**src/rtl/fofs_pkg.sv**
```systemverilog
package fofs_pkg;
  // Which offset register a sequence position refers to
  typedef enum logic {
    SEL_EMPTY = 1'b0,
    SEL_FULL  = 1'b1
  } ofs_sel_e;
endpackage

```
**src/rtl/fofs_seq_ptr.sv**
```systemverilog
// Two-entry sequence position: empty offset first, then full, then wrap
module fofs_seq_ptr
  import fofs_pkg::*;
(
  input  logic     clk,
  input  logic     clr,
  input  logic     adv,
  output ofs_sel_e sel
);
  always_ff @(posedge clk) begin
    if (clr)      sel <= SEL_EMPTY;
    else if (adv) sel <= (sel == SEL_EMPTY) ? SEL_FULL : SEL_EMPTY;
  end

  // each access moves to the other register
  p_ptr_toggle_r4: assert property (@(posedge clk) disable iff (clr)
    (!clr && adv) |=> (sel != $past(sel)));
  p_ptr_hold_r8: assert property (@(posedge clk) disable iff (clr)
    (!clr && !adv) |=> $stable(sel));
endmodule

```
**src/rtl/fofs_ser_cnt.sv**
```systemverilog
// Bit position for serial loading, wrapping after TOTAL bits
module fofs_ser_cnt #(
  parameter int TOTAL = 28,
  localparam int IW = $clog2(TOTAL)
) (
  input  logic          clk,
  input  logic          clr,
  input  logic          adv,
  output logic [IW-1:0] idx
);
  localparam logic [IW-1:0] LAST = IW'(TOTAL - 1);

  always_ff @(posedge clk) begin
    if (clr)           idx <= '0;
    else if (adv) begin
      if (idx == LAST) idx <= '0;
      else             idx <= idx + 1'b1;
    end
  end

  p_idx_range_r6: assert property (@(posedge clk) disable iff (clr)
    idx <= LAST);
  p_idx_wrap_r6: assert property (@(posedge clk) disable iff (clr)
    (!clr && adv && idx == LAST) |=> (idx == '0));
endmodule

```
**src/rtl/fofs_prog.sv**
```systemverilog
module fofs_prog
  import fofs_pkg::*;
#(
  parameter int OFS_W  = 14,
  parameter int BUS_W  = 18,
  parameter int DEF_LO = 127,
  parameter int DEF_HI = 1023
) (
  input  logic             clk,
  input  logic             rst,
  input  logic             prst,
  input  logic             cfg_sel,
  input  logic             ser_in,
  input  logic             ser_en,
  input  logic             wr_en,
  input  logic             rd_en,
  input  logic [BUS_W-1:0] din,
  output logic [BUS_W-1:0] dout,
  output logic [OFS_W-1:0] empty_ofs,
  output logic [OFS_W-1:0] full_ofs,
  output logic             ser_mode,
  output logic             ft_mode
);
  localparam int TOTAL_BITS = 2 * OFS_W;
  localparam int IW         = $clog2(TOTAL_BITS);
  localparam logic [OFS_W-1:0] LO_VAL = OFS_W'(DEF_LO);
  localparam logic [OFS_W-1:0] HI_VAL = OFS_W'(DEF_HI);

  logic             seq_clr;
  logic             par_wr, ser_wr, ofs_rd;
  logic [OFS_W-1:0] wr_val;
  ofs_sel_e         wsel, rsel;
  logic [IW-1:0]    bit_idx;

  // Sequence positions restart on either reset
  assign seq_clr = rst | prst;
  // Offset access only while steering is selected (ser_en needs no steering)
  assign par_wr  = !seq_clr && cfg_sel && wr_en && !ser_mode;
  assign ser_wr  = !seq_clr && ser_en && ser_mode;
  assign ofs_rd  = !seq_clr && cfg_sel && rd_en;
  // Saturate when the bus word exceeds the offset range
  assign wr_val  = (|din[BUS_W-1:OFS_W]) ? '1 : din[OFS_W-1:0];

  fofs_seq_ptr u_wptr (.clk(clk), .clr(seq_clr), .adv(par_wr), .sel(wsel));
  fofs_seq_ptr u_rptr (.clk(clk), .clr(seq_clr), .adv(ofs_rd), .sel(rsel));

  fofs_ser_cnt #(.TOTAL(TOTAL_BITS)) u_scnt (
    .clk(clk), .clr(seq_clr), .adv(ser_wr), .idx(bit_idx)
  );

  // Offsets and latched configuration
  always_ff @(posedge clk) begin
    if (rst) begin
      empty_ofs <= cfg_sel ? HI_VAL : LO_VAL;
      full_ofs  <= cfg_sel ? HI_VAL : LO_VAL;
      ser_mode  <= cfg_sel;
      ft_mode   <= ser_in;
    end else if (par_wr) begin
      if (wsel == SEL_EMPTY) empty_ofs <= wr_val;
      else                   full_ofs  <= wr_val;
    end else if (ser_wr) begin
      for (int b = 0; b < OFS_W; b++) begin
        if (int'(bit_idx) == b)         empty_ofs[b] <= ser_in;
        if (int'(bit_idx) == b + OFS_W) full_ofs[b]  <= ser_in;
      end
    end
  end

  // Read-back register
  always_ff @(posedge clk) begin
    if (seq_clr)     dout <= '0;
    else if (ofs_rd) dout <= {{(BUS_W-OFS_W){1'b0}},
                              (rsel == SEL_EMPTY) ? empty_ofs : full_ofs};
  end

  // master reset loads defaults and latches config
  p_def_load_r1: assert property (@(posedge clk)
    rst |=> (empty_ofs == ($past(cfg_sel) ? HI_VAL : LO_VAL)) &&
            (full_ofs == empty_ofs));
  p_method_latch_r2: assert property (@(posedge clk)
    rst |=> (ser_mode == $past(cfg_sel)));
  p_ft_hold_r3: assert property (@(posedge clk) disable iff (rst)
    !rst |=> $stable(ft_mode));
  p_dout_clear_r10: assert property (@(posedge clk)
    rst |=> (dout == '0));
  // offsets move only on an access of the selected method
  p_par_quiet_r5: assert property (@(posedge clk) disable iff (rst)
    (!ser_mode && !(cfg_sel && wr_en)) |=>
      ($stable(empty_ofs) && $stable(full_ofs)));
  p_ser_quiet_r7: assert property (@(posedge clk) disable iff (rst)
    (ser_mode && !ser_en) |=> ($stable(empty_ofs) && $stable(full_ofs)));
  // read-back bus holds between reads
  p_dout_hold_r8: assert property (@(posedge clk) disable iff (rst)
    (!prst && !(cfg_sel && rd_en)) |=> $stable(dout));
  // partial reset keeps offsets and configuration
  p_prst_keep_r9: assert property (@(posedge clk) disable iff (rst)
    (prst && !rst) |=> ($stable(empty_ofs) && $stable(full_ofs) &&
                        $stable(ser_mode) && $stable(ft_mode) && dout == '0));
endmodule

```
**config.mk**
```make
export PLATFORM = sky130hd
export DESIGN_NAME = fofs_prog
export DESIGN_NICKNAME = d
export VERILOG_FILES = /design/src/rtl/fofs_pkg.sv /design/src/rtl/fofs_seq_ptr.sv /design/src/rtl/fofs_ser_cnt.sv /design/src/rtl/fofs_prog.sv
export SDC_FILE = /design/constraint.sdc
export NUM_CORES = 1
export LEC_CHECK = 0
export BUFFER_PORTS_ARGS = -buffer_cell sky130_fd_sc_hd__buf_4
export CORE_ASPECT_RATIO = 0.9
export CORE_UTILIZATION = 55
export DETAILED_ROUTE_END_ITERATION = 12
export GPL_TIMING_DRIVEN = 0
export PLACE_DENSITY = 0.86
export SYNTH_ARGS = -nofsm -noshare
export SYNTH_HDL_FRONTEND = slang
export SYNTH_HIERARCHICAL = 1
export SYNTH_SLANG_ARGS = --single-unit
```
**constraint.sdc**
```tcl
create_clock -name clk -period 2.9 [get_ports clk]
set_clock_uncertainty 0.15 [all_clocks]
set_input_delay 0.145 -clock clk [delete_from_list [all_inputs] [get_ports clk]]
set_output_delay 0.145 -clock clk [all_outputs]
set_load 0.01 [all_outputs]
```
==> results of run 1 <==
[power groups by stage]
stage          Clock (mW)  Sequential, mW  Combinational [mW]
3_3_place_gp            0           0.836               0.191
4_1_cts             0.402           0.821               0.199
2_1_floorplan           0           0.849              0.0864
5_1_grt             0.425           0.824               0.217
3_5_place_dp            0           0.838               0.195
6_report            0.404           0.821               0.201
[kinds of logic after synthesis]
kind of cell / after synthesis / share of synthesized area (%)
and+or+nand+nor: 89 / 17.2
DFF: 51 / 53.1
buffers and inverters: 23 / 5.43
other: 1 / 0.151
adders and majority gates: 1 / 0.503
muxes: 16 / 6.44
xor gates and xnor gates: 5 / 1.76
AOI/OAI and AO/OA: 62 / 15.4
[cells in the final DEF, fill, tap and decap left out, drive strengths merged, types with 2 or more instances in the layout]
cell,n
o21bai,2
a21oi,29
conb,4
dlygate4sd3,3
nor2b,4
and3b,4
clkinv,2
nor2,35
inv,2
buf,85
mux2i,16
edfxtp,30
o21ai,11
nor3b,3
dfxtp,21
xor2,2
o31a,3
nand2,31
clkbuf,10
or2,2
a211oi,16
xnor2,3
[worst max-delay path: stages]
cell and delay (ps):
sky130_fd_sc_hd__dlygate4sd3_1 550, sky130_fd_sc_hd__buf_4 150, sky130_fd_sc_hd__buf_6 130, sky130_fd_sc_hd__or2_1 210, sky130_fd_sc_hd__buf_6 150, sky130_fd_sc_hd__clkbuf_1 290
sky130_fd_sc_hd__nor2_1 430, sky130_fd_sc_hd__nand3_2 160, sky130_fd_sc_hd__o21bai_2 230, sky130_fd_sc_hd__nor2_1 70
[flip-flops by register name (all words and copies together) (netlist names)]
signal      cells
ser_mode        1
u_scnt/idx      5
full_ofs       14
u_rptr/sel      1
ft_mode         1
dout           14
empty_ofs      14
u_wptr/sel      1
[area by class of cell]
| class | instances | area (um2) |
|---|---|---|
| Sequential cell | 51 | 1320 |
| Multi-Input combinational cell | 177 | 1040 |
| Clock buffer | 5 | 68.8 |
| Fill cell | 319 | 1010 |
| Tap cell | 60 | 75.1 |
| Timing Repair Buffer | 72 | 548 |
| Clock inverter | 2 | 13.8 |
| Buffer | 21 | 128 |
| Inverter | 2 | 7.51 |
[stage by stage]
stage	power, mW	hold slack (ps)	std cells
final	1.42	6.71	390
after CTS	1.42	8.43	390
after floorplan	0.935	93.9	251
after global placement	1.03	196	380
after detailed placement	1.03	198	380
after global routing	1.47	25.8	390
[final timing paths]
kind,endpoint,start
max,u_scnt/idx[2],rst
min reg2reg,dout[4],dout[4]
max reg2reg,full_ofs[0],ser_mode
min,full_ofs[10],din[10]
[routing by layer]
metal	track usage, %	wire length, um
met5	0	0
met4	14.0	176
met3	5.18	480
met2	42.9	2840
met1	32.5	2360
==> flow_metrics.py, run 1 <==
metrics = {
    "outcome": {
        "status": "completed",
    },
    "final_layout": {
        "post_route_cells_drive_above_1_share_pct": 29.7,
        "post-route-util_pct": 76.1,
        "final_cell_area_um2": 3210,
        "antennaDiodeCount": 0,
        "syn2layout_area_growth_pct": 28.8,
        "layout.nets": 357,
    },
    "clocking": {
        "numClockSinks": 51,
        "post-cts-setup-buffers": 0,
        "clkSlewWorstSetupHoldPaths_ps": 90,
        "cts_buffers": 5,
        "clk_path_buf_depth": 2,
        "cts-root-buf": "sky130_fd_sc_hd__clkbuf_8",
        "cts_hold_buf": 3,
        "worst_skew_pair.late_latency_ps": 320,
        "cts-htree-levels": 2,
        "post_cts_resized": 0,
        "cts_tree": "yes",
    },
    "setup_path": {
        "timing.reg2reg.worst_path_depth": 3,
        "worst_ep_required_time_ps": 2960,
        "end_kind": "register",
        "r2r_slack_ps": 700,
        "worst_ep_arrival_time_ps": 2520,
        "crit_type": "in2reg",
        "critical_path.max_fanout": 13,
        "timing.critical_path.from_type": "input pin",
    },
    "power": {
        "p_clk_share_pct": 28.3,
        "combinational_share_of_power_pct": 14.1,
        "internal_power_mw": 1.07,
        "p_seq_share_pct": 57.6,
        "vdd_drop_max_v": 0.000313,
        "power.static_leakage_nw": 1.23,
        "power.density_nw_per_um2": 445,
        "power_switching_uw": 359,
        "power_switching_share_pct": 25.2,
    },
    "synthesis": {
        "yosys.area.top_type": "sky130_fd_sc_hd__edfxtp_1",
        "synth_flop_cell": "sky130_fd_sc_hd__edfxtp_1",
        "post_synth_inst_count": 248,
        "mean_cell_area_of_the_mapped_netlist_um2": 10.0,
        "synth.cells.most_frequent": "34 x sky130_fd_sc_hd__nor2_1, 31 x sky130_fd_sc_hd__nand2_1, 30 x sky130_fd_sc_hd__edfxtp_1, 29 x sky130_fd_sc_hd__a21oi_1, 21 x sky130_fd_sc_hd__dfxtp_1",
        "synth.top_cells.by_area": "sky130_fd_sc_hd__edfxtp_1 36%, sky130_fd_sc_hd__dfxtp_1 17%, sky130_fd_sc_hd__mux2i_1 6.4%",
        "area_share_of_the_leading_cell_type_in_the_synthesized_netlist_pct": 36.2,
        "synthDistinctLibCells": 39,
        "yosys_warn_count": 6,
        "synth_area_um2": 2490,
        "ys_seq_area_share_pct": 53.1,
        "synth_edf_count": 30,
        "asyncSetResetFlopFracSynth_pct": 0,
        "postSynthRegisterBits": 51,
        "yosys.cell_count.top_type": "sky130_fd_sc_hd__nor2_1",
    },
    "flow_run": {
        "drv_cap": 0,
    },
    "timing": {
        "fin_ws_ps": 441,
        "final.min_clock_period_ps": 2460,
        "rsz_0062_raised_after_global_routing": "no",
        "total_negative_setup_slacks_ps": 0,
        "hold_viol": 0,
        "clock.fmax_mhz": 407,
        "worst_slew_margin_rel_pct": 58.4,
        "fin_crit_sh_pct": 84.8,
        "final-setup-viol-count": 0,
        "worst_slew_pin_slew_ps": 624,
        "slew_violations": 0,
    },
    "min_path": {
        "min_path_cells": 2,
        "worstHoldPathType": "in2reg",
    },
    "detailed_routing": {
        "drt_wl_total_mm": 5.86,
        "dr.first_iter.drc_count": 140,
        "via_per_inst": 5.66,
        "routed-via-count": 2206,
        "detail_route.wl_per_cell_um": 15.0,
        "drc": 0,
        "drtPass1Iterations": 5,
        "detail-route-antenna-nets": 0,
    },
    "floorplan": {
        "die_area_um2": 4800,
        "initial_utilization_pct": 59.1,
        "floorplan.die.width_um": 72.9,
        "die_y_um": 65.8,
        "row_count": 22,
        "count_of_pins_on_the_block_boundary": 74,
        "core_region_area_um2": 4210,
    },
    "grt": {
        "grt_pass1_wl_mm": 9.16,
        "grt_start_max_net_pins": 16,
        "first_global_vias": 1986,
        "grt.overflow.total": 0,
        "grt_antenna_before_repair": 0,
        "global_route.usage.total_pct": 26.1,
    },
    "placed_design": {
        "gp_congestion": 0.884,
        "place_worst_setup_slack_ps": 682,
        "count_of_input_and_output_buffers": 69,
        "postPlaceCellArea_um2": 3090,
        "dpl_wire_length_mm": 4.21,
    },
}
Note: power is estimated with default switching activity, not from simulation.
==> run 2: changes to the inputs <==
--- a/config.mk
+++ b/config.mk
@@ -7,10 +7,10 @@
 export LEC_CHECK = 0
 export BUFFER_PORTS_ARGS = -buffer_cell sky130_fd_sc_hd__buf_4
 export CORE_ASPECT_RATIO = 0.9
-export CORE_UTILIZATION = 55
+export CORE_UTILIZATION = 51
 export DETAILED_ROUTE_END_ITERATION = 12
 export GPL_TIMING_DRIVEN = 0
-export PLACE_DENSITY = 0.86
+export PLACE_DENSITY = 0.81
 export SYNTH_ARGS = -nofsm -noshare
 export SYNTH_HDL_FRONTEND = slang
 export SYNTH_HIERARCHICAL = 1
==> constraint.sdc (replaced) <==
create_clock -name clk -period 2.3 [get_ports clk]
set_clock_uncertainty 0.15 [all_clocks]
set_input_delay 0.115 -clock clk [delete_from_list [all_inputs] [get_ports clk]]
set_output_delay 0.115 -clock clk [all_outputs]
set_load 0.01 [all_outputs]
==> flow_metrics.py, run 2 (synthesis results as in run 1) <==
metrics = {
    "outcome": {
        "status": "completed",
    },
    "clocking": {
        "cts-root-buf": "sky130_fd_sc_hd__clkbuf_8",
        "post-cts-setup-buffers": 0,
        "worst_skew_pair.late_latency_ps": 300,
        "cts-htree-levels": 2,
        "clk_path_buf_depth": 2,
        "cts_buffers": 5,
        "numClockSinks": 51,
        "cts_tree": "yes",
        "clkSlewWorstSetupHoldPaths_ps": 90,
    },
    "grt": {
        "first_global_vias": 1861,
        "grt_pass1_wl_mm": 9.16,
        "grt.overflow.total": 0,
        "met1_resource_use_gr_pct": 33.3,
        "grtUsageMet2_pct": 38.2,
        "grt_antenna_before_repair": 0,
        "groute.layer.met3.usage_pct": 6.04,
        "grt_start_max_net_pins": 17,
        "global_route.usage.total_pct": 24.7,
        "grt-busiest-layer": "met2",
    },
    "floorplan": {
        "die_y_um": 68.3,
        "row_count": 23,
        "core_region_area_um2": 4580,
        "initial_utilization_pct": 54.4,
        "floorplan.die.width_um": 75.6,
        "count_of_pins_on_the_block_boundary": 74,
        "die_area_um2": 5160,
    },
    "min_path": {
        "hold_path_startpoint": "din[12]",
        "hold_crit_endpoint": "empty_ofs[12]",
        "min_path_cells": 2,
        "worstHoldPathType": "in2reg",
    },
    "timing": {
        "worst_slew_pin_slew_ps": 654,
        "rsz_0062_raised_after_global_routing": "no",
        "clock.fmax_mhz": 492,
        "slew_violations": 0,
        "final-setup-viol-count": 0,
        "fin_crit_sh_pct": 88.3,
        "hold_viol": 0,
        "final.min_clock_period_ps": 2030,
        "worst_slew_margin_rel_pct": 56.4,
        "total_negative_setup_slacks_ps": 0,
    },
    "setup_path": {
        "timing.critical_path.from_type": "register",
        "crit_type": "reg2reg",
        "r2r_slack_ps": 270,
        "regToRegStartpoint": "ser_mode",
        "critical_path.max_fanout": 6,
        "worst_ep_required_time_ps": 2160,
        "timing.reg2reg.worst_path_depth": 3,
        "worst_ep_arrival_time_ps": 1900,
        "worstReg2RegEnd": "empty_ofs[9]",
        "end_kind": "register",
    },
    "detailed_routing": {
        "detail-route-antenna-nets": 0,
        "via_per_inst": 5.37,
        "drtPass1Iterations": 5,
        "drc": 0,
        "drt_wl_total_mm": 5.85,
        "detail_route.wl_per_cell_um": 14.8,
        "dr.first_iter.drc_count": 165,
        "routed-via-count": 2121,
    },
    "placed_design": {
        "count_of_input_and_output_buffers": 69,
        "gp_congestion": 0.825,
        "dp.cells": 382,
        "dpl_wire_length_mm": 4.34,
    },
    "final_layout": {
        "largest_registers": "dout: 14 flops, empty_ofs: 14 flops, full_ofs: 14 flops",
        "layout.nets": 359,
        "antennaDiodeCount": 0,
        "mostFrequentLayoutCells": "73 x sky130_fd_sc_hd__buf_4, 34 x sky130_fd_sc_hd__nor2_1, 31 x sky130_fd_sc_hd__nand2_1, 30 x sky130_fd_sc_hd__edfxtp_1, 28 x sky130_fd_sc_hd__a21oi_1",
        "fin_cells": 395,
        "layout.cells.most_common": "sky130_fd_sc_hd__buf_4",
        "post_route_cells_drive_above_1_share_pct": 29.7,
        "syn2layout_area_growth_pct": 31.0,
    },
    "power": {
        "power.static_leakage_nw": 1.25,
        "power.density_nw_per_um2": 588,
        "vdd_drop_max_v": 0.000434,
    },
    "flow_run": {
        "drv_cap": 0,
    },
}
[run 2: cell types whose count changed in the layout (fill, tap and decap cells not counted)]
cell | previous run | this run
sky130_fd_sc_hd__dlygate4sd3_1 | 3 | 5
sky130_fd_sc_hd__a21oi_1 | 29 | 28
sky130_fd_sc_hd__a21oi_2 | 0 | 1
sky130_fd_sc_hd__bufinv_16 | 0 | 1
sky130_fd_sc_hd__clkinv_1 | 0 | 1
sky130_fd_sc_hd__clkinv_2 | 1 | 0
sky130_fd_sc_hd__clkinv_4 | 1 | 0
sky130_fd_sc_hd__inv_6 | 0 | 1
[run 2: where the power goes]
part	switching, mW	internal (mW)
Clock	0.304	0.325
Sequential	0.0206	1.01
Combinational	0.132	0.124
Total	0.457	1.46
[run 2: stage by stage]
stage | instance area, um2 | util, % | setup WS [ps] | hold WS [ps] | total power [mW]
2_1_floorplan | 2500 | - | 456 | 63.9 | 1.18
3_3_place_gp | 3100 | 67.7 | 106 | 169 | 1.30
3_5_place_dp | 3100 | 67.7 | 80.9 | 172 | 1.30
4_1_cts | 3260 | 71.2 | 172 | 3.44 | 1.92
5_1_grt | 3260 | 71.3 | 161 | 9.35 | 2.00
6_report | 3260 | 71.3 | 269 | 14.3 | 1.92
[run 2: layer usage]
layer  share of wire (%)  vias up
met5                   0        -
met4                 2.8        0
met3                 6.6       18
met2                  46      104
met1                  45      959
li1                    -     1040
[run 2: cell type report]
type | instances | area (um2)
sequential | 51 | 1320
fill | 359 | 1320
multi-input combinational | 177 | 1050
timing repair buffer | 74 | 568
buffer | 21 | 128
tap | 62 | 77.6
clock buffer | 5 | 68.8
clock inverter | 3 | 42.5
inverter | 2 | 7.51
[run 2: critical path: stages (launching register included)]
cell	delay, ps
sky130_fd_sc_hd__edfxtp_1	460
sky130_fd_sc_hd__or4bb_1	570
sky130_fd_sc_hd__a22oi_1	320
sky130_fd_sc_hd__o21ai_0	240
[run 2: worst max-delay path by stage]
stage | startpoint | cells after the start | to | slack [ps]
floorplan | ser_mode | 3 | empty_ofs[0] | 460
global placement | rst | 9 | u_scnt/idx[2] | 110
detailed placement | rst | 9 | u_scnt/idx[1] | 80
CTS | ser_mode | 3 | empty_ofs[3] | 170
global route | cfg_sel | 6 | empty_ofs[3] | 160
finish | ser_mode | 3 | empty_ofs[9] | 270
[run 2: repair_timing]
action / in CTS / in global routing
endpoints found under the setup margin: 0 / 2
endpoints found under the hold margin: 8 / 0
hold buffers: 5 / 0
resized for setup: 0 / 1
==> run 3: changes to the inputs <==
--- a/config.mk
+++ b/config.mk
@@ -5,9 +5,10 @@
 export SDC_FILE = /design/constraint.sdc
 export NUM_CORES = 1
 export LEC_CHECK = 0
+export ABC_AREA = 1
 export BUFFER_PORTS_ARGS = -buffer_cell sky130_fd_sc_hd__buf_4
 export CORE_ASPECT_RATIO = 0.9
-export CORE_UTILIZATION = 51
+export CORE_UTILIZATION = 52
 export DETAILED_ROUTE_END_ITERATION = 12
 export GPL_TIMING_DRIVEN = 0
 export PLACE_DENSITY = 0.81
==> flow_metrics.py, run 3 <==
metrics = {
    "flow_run": {
        "drv_cap": 0,
    },
    "clocking": {
        "numClockSinks": 51,
        "worst_skew_pair.late_latency_ps": 310,
        "clk_path_buf_depth": 2,
        "cts_buffers": 5,
        "cts-htree-levels": 2,
        "cts_tree": "yes",
        "cts_hold_buf": 15,
        "post_cts_resized": 0,
        "cts-root-buf": "sky130_fd_sc_hd__clkbuf_8",
        "clkSlewWorstSetupHoldPaths_ps": 90,
        "post-cts-setup-buffers": 0,
    },
    "setup_path": {
        "critical_path.max_fanout": 7,
        "worst_ep_arrival_time_ps": 1820,
        "crit_type": "in2reg",
        "worst_ep_required_time_ps": 2180,
        "crit_path_cell_trace": "dlygate4sd3_1 > buf_4 > nor2_4 > nand3_2 > a21oi_1 > nand2_1",
        "timing.critical_path.from_type": "input pin",
        "end_kind": "register",
        "critical_path.max_stage_delay_ps": 540,
        "slowest_stage": "sky130_fd_sc_hd__dlygate4sd3_1",
    },
    "timing": {
        "slew_violations": 0,
        "rsz_0062_raised_after_global_routing": "no",
        "clock.fmax_mhz": 516,
        "hold_viol": 0,
        "worst_slew_margin_rel_pct": 53.1,
        "worst_slew_pin_slew_ps": 704,
        "total_negative_setup_slacks_ps": 0,
        "final.min_clock_period_ps": 1940,
        "final-setup-viol-count": 0,
        "fin_crit_sh_pct": 84.2,
    },
    "grt": {
        "grt-busiest-layer": "met2",
        "global_route.usage.total_pct": 26.4,
        "first_global_vias": 2418,
        "grtUsageMet2_pct": 45.1,
        "grt.overflow.total": 0,
        "groute.layer.met3.usage_pct": 4.18,
        "grt_pass1_wl_mm": 11.1,
        "grt_start_max_net_pins": 17,
        "grt_antenna_before_repair": 0,
        "met1_resource_use_gr_pct": 32.9,
    },
    "synthesis": {
        "yosys.cell_count.top_type": "sky130_fd_sc_hd__nor2_1",
        "synth_area_um2": 2680,
        "synth_flop_cell": "sky130_fd_sc_hd__edfxtp_1",
        "synth.cells.most_frequent": "100 x sky130_fd_sc_hd__nor2_1, 83 x sky130_fd_sc_hd__nand2_1, 32 x sky130_fd_sc_hd__inv_1, 30 x sky130_fd_sc_hd__edfxtp_1, 28 x sky130_fd_sc_hd__o21ai_0",
        "yosys.area.top_type": "sky130_fd_sc_hd__edfxtp_1",
        "yosys_warn_count": 6,
        "synthDistinctLibCells": 27,
        "synth.top_cells.by_area": "sky130_fd_sc_hd__edfxtp_1 34%, sky130_fd_sc_hd__dfxtp_1 16%, sky130_fd_sc_hd__nor2_1 14%",
        "mean_cell_area_of_the_mapped_netlist_um2": 7.48,
        "post_synth_inst_count": 358,
        "ys_seq_area_share_pct": 49.3,
        "area_share_of_the_leading_cell_type_in_the_synthesized_netlist_pct": 33.6,
        "postSynthRegisterBits": 51,
        "synth_edf_count": 30,
        "asyncSetResetFlopFracSynth_pct": 0,
    },
    "final_layout": {
        "syn2layout_area_growth_pct": 31.6,
        "post_route_cells_drive_above_1_share_pct": 22.3,
        "largest_registers": "dout: 14 flops, empty_ofs: 14 flops, full_ofs: 14 flops",
        "layout.nets": 479,
        "antennaDiodeCount": 0,
        "final_cell_area_um2": 3520,
        "layout.cells.most_common": "sky130_fd_sc_hd__nor2_1",
        "mostFrequentLayoutCells": "100 x sky130_fd_sc_hd__nor2_1, 83 x sky130_fd_sc_hd__nand2_1, 76 x sky130_fd_sc_hd__buf_4, 32 x sky130_fd_sc_hd__inv_1, 30 x sky130_fd_sc_hd__edfxtp_1",
    },
    "placed_design": {
        "gp_congestion": 0.926,
        "dpl_wire_length_mm": 5.04,
        "postPlaceCellArea_um2": 3290,
        "count_of_input_and_output_buffers": 69,
    },
    "detailed_routing": {
        "drt_wl_total_mm": 6.85,
        "drc": 0,
        "detail_route.wl_per_cell_um": 13.2,
        "via_per_inst": 4.98,
        "drtPass1Iterations": 4,
        "routed-via-count": 2579,
        "detail-route-antenna-nets": 0,
        "dr.first_iter.drc_count": 219,
    },
    "power": {
        "power.density_nw_per_um2": 517,
        "vdd_drop_max_v": 0.000337,
        "power.static_leakage_nw": 1.54,
    },
    "floorplan": {
        "count_of_pins_on_the_block_boundary": 74,
        "die_area_um2": 5440,
        "initial_utilization_pct": 54.7,
        "core_region_area_um2": 4890,
        "floorplan.die.width_um": 77.6,
        "die_y_um": 70.1,
        "row_count": 24,
    },
    "outcome": {
        "status": "completed",
    },
    "min_path": {
        "worstHoldPathType": "in2reg",
    },
}
[run 3: final cells by class]
| type | count | area (um2) |
|---|---|---|
| multi-input cells | 259 | 1130 |
| well taps | 65 | 81.3 |
| flip-flops and latches | 51 | 1320 |
| plain buffers | 18 | 114 |
| repair buffers | 84 | 668 |
| clock inverters | 2 | 13.8 |
| clock buffers | 6 | 72.6 |
| inverters | 33 | 124 |
| fillers | 416 | 1370 |
[run 3: per-stage QoR]
step	hold WS (ps)	setup slack [ps]	utilization (%)	std cells	total power, mW
floorplan	63.9	689	-	361	1.18
global placement	166	462	67.2	495	1.29
detailed placement	170	395	67.2	495	1.30
CTS	0.637	350	72.0	518	1.83
global route	23.9	197	72.0	518	1.89
finish	5.19	364	72.0	518	1.82
[run 3: cells by family (layout without fill, tap and decap cells)]
family,after synthesis,in the layout,share of synthesized area (%)
AOI/OAI and AO/OA,46,46,8.92
xor gates and xnor gates,2,2,0.654
adders and majority gates,1,1,0.467
buffers and inverters,51,143,8.88
DFF,51,51,49.3
muxes,1,1,0.374
other,1,4,0.140
and+or+nand+nor,205,205,31.2
[run 3: per-layer routing]
metal	vias up	share of wire, %
li1	1303	-
met1	1160	43
met2	105	48
met3	11	6.7
met4	0	1.9
met5	-	0
[run 3: worst paths after layout]
check                           slack [ps]      endpoint  cells past startpoint     start
worst min register to register         320      dout[10]                      2  dout[10]
worst min-delay path                     5   full_ofs[2]                      3    din[2]
worst max register to register         400  empty_ofs[2]                      4  ser_mode
worst max-delay path                   360  empty_ofs[2]                      6       rst
[run 3: worst max-delay path: cells and delay by family]
| family | cells | cell delay (ps) |
|---|---|---|
| buf+inv | 2 | 700 |
| compound gates | 1 | 530 |
| simple gates | 3 | 470 |
[run 3: power breakdown]
group          internal [mW]  switching (mW)  total, mW
combinational          0.126           0.143      0.269
sequential              1.01          0.0195       1.03
clock                  0.215           0.308      0.523
total                   1.35           0.470       1.82
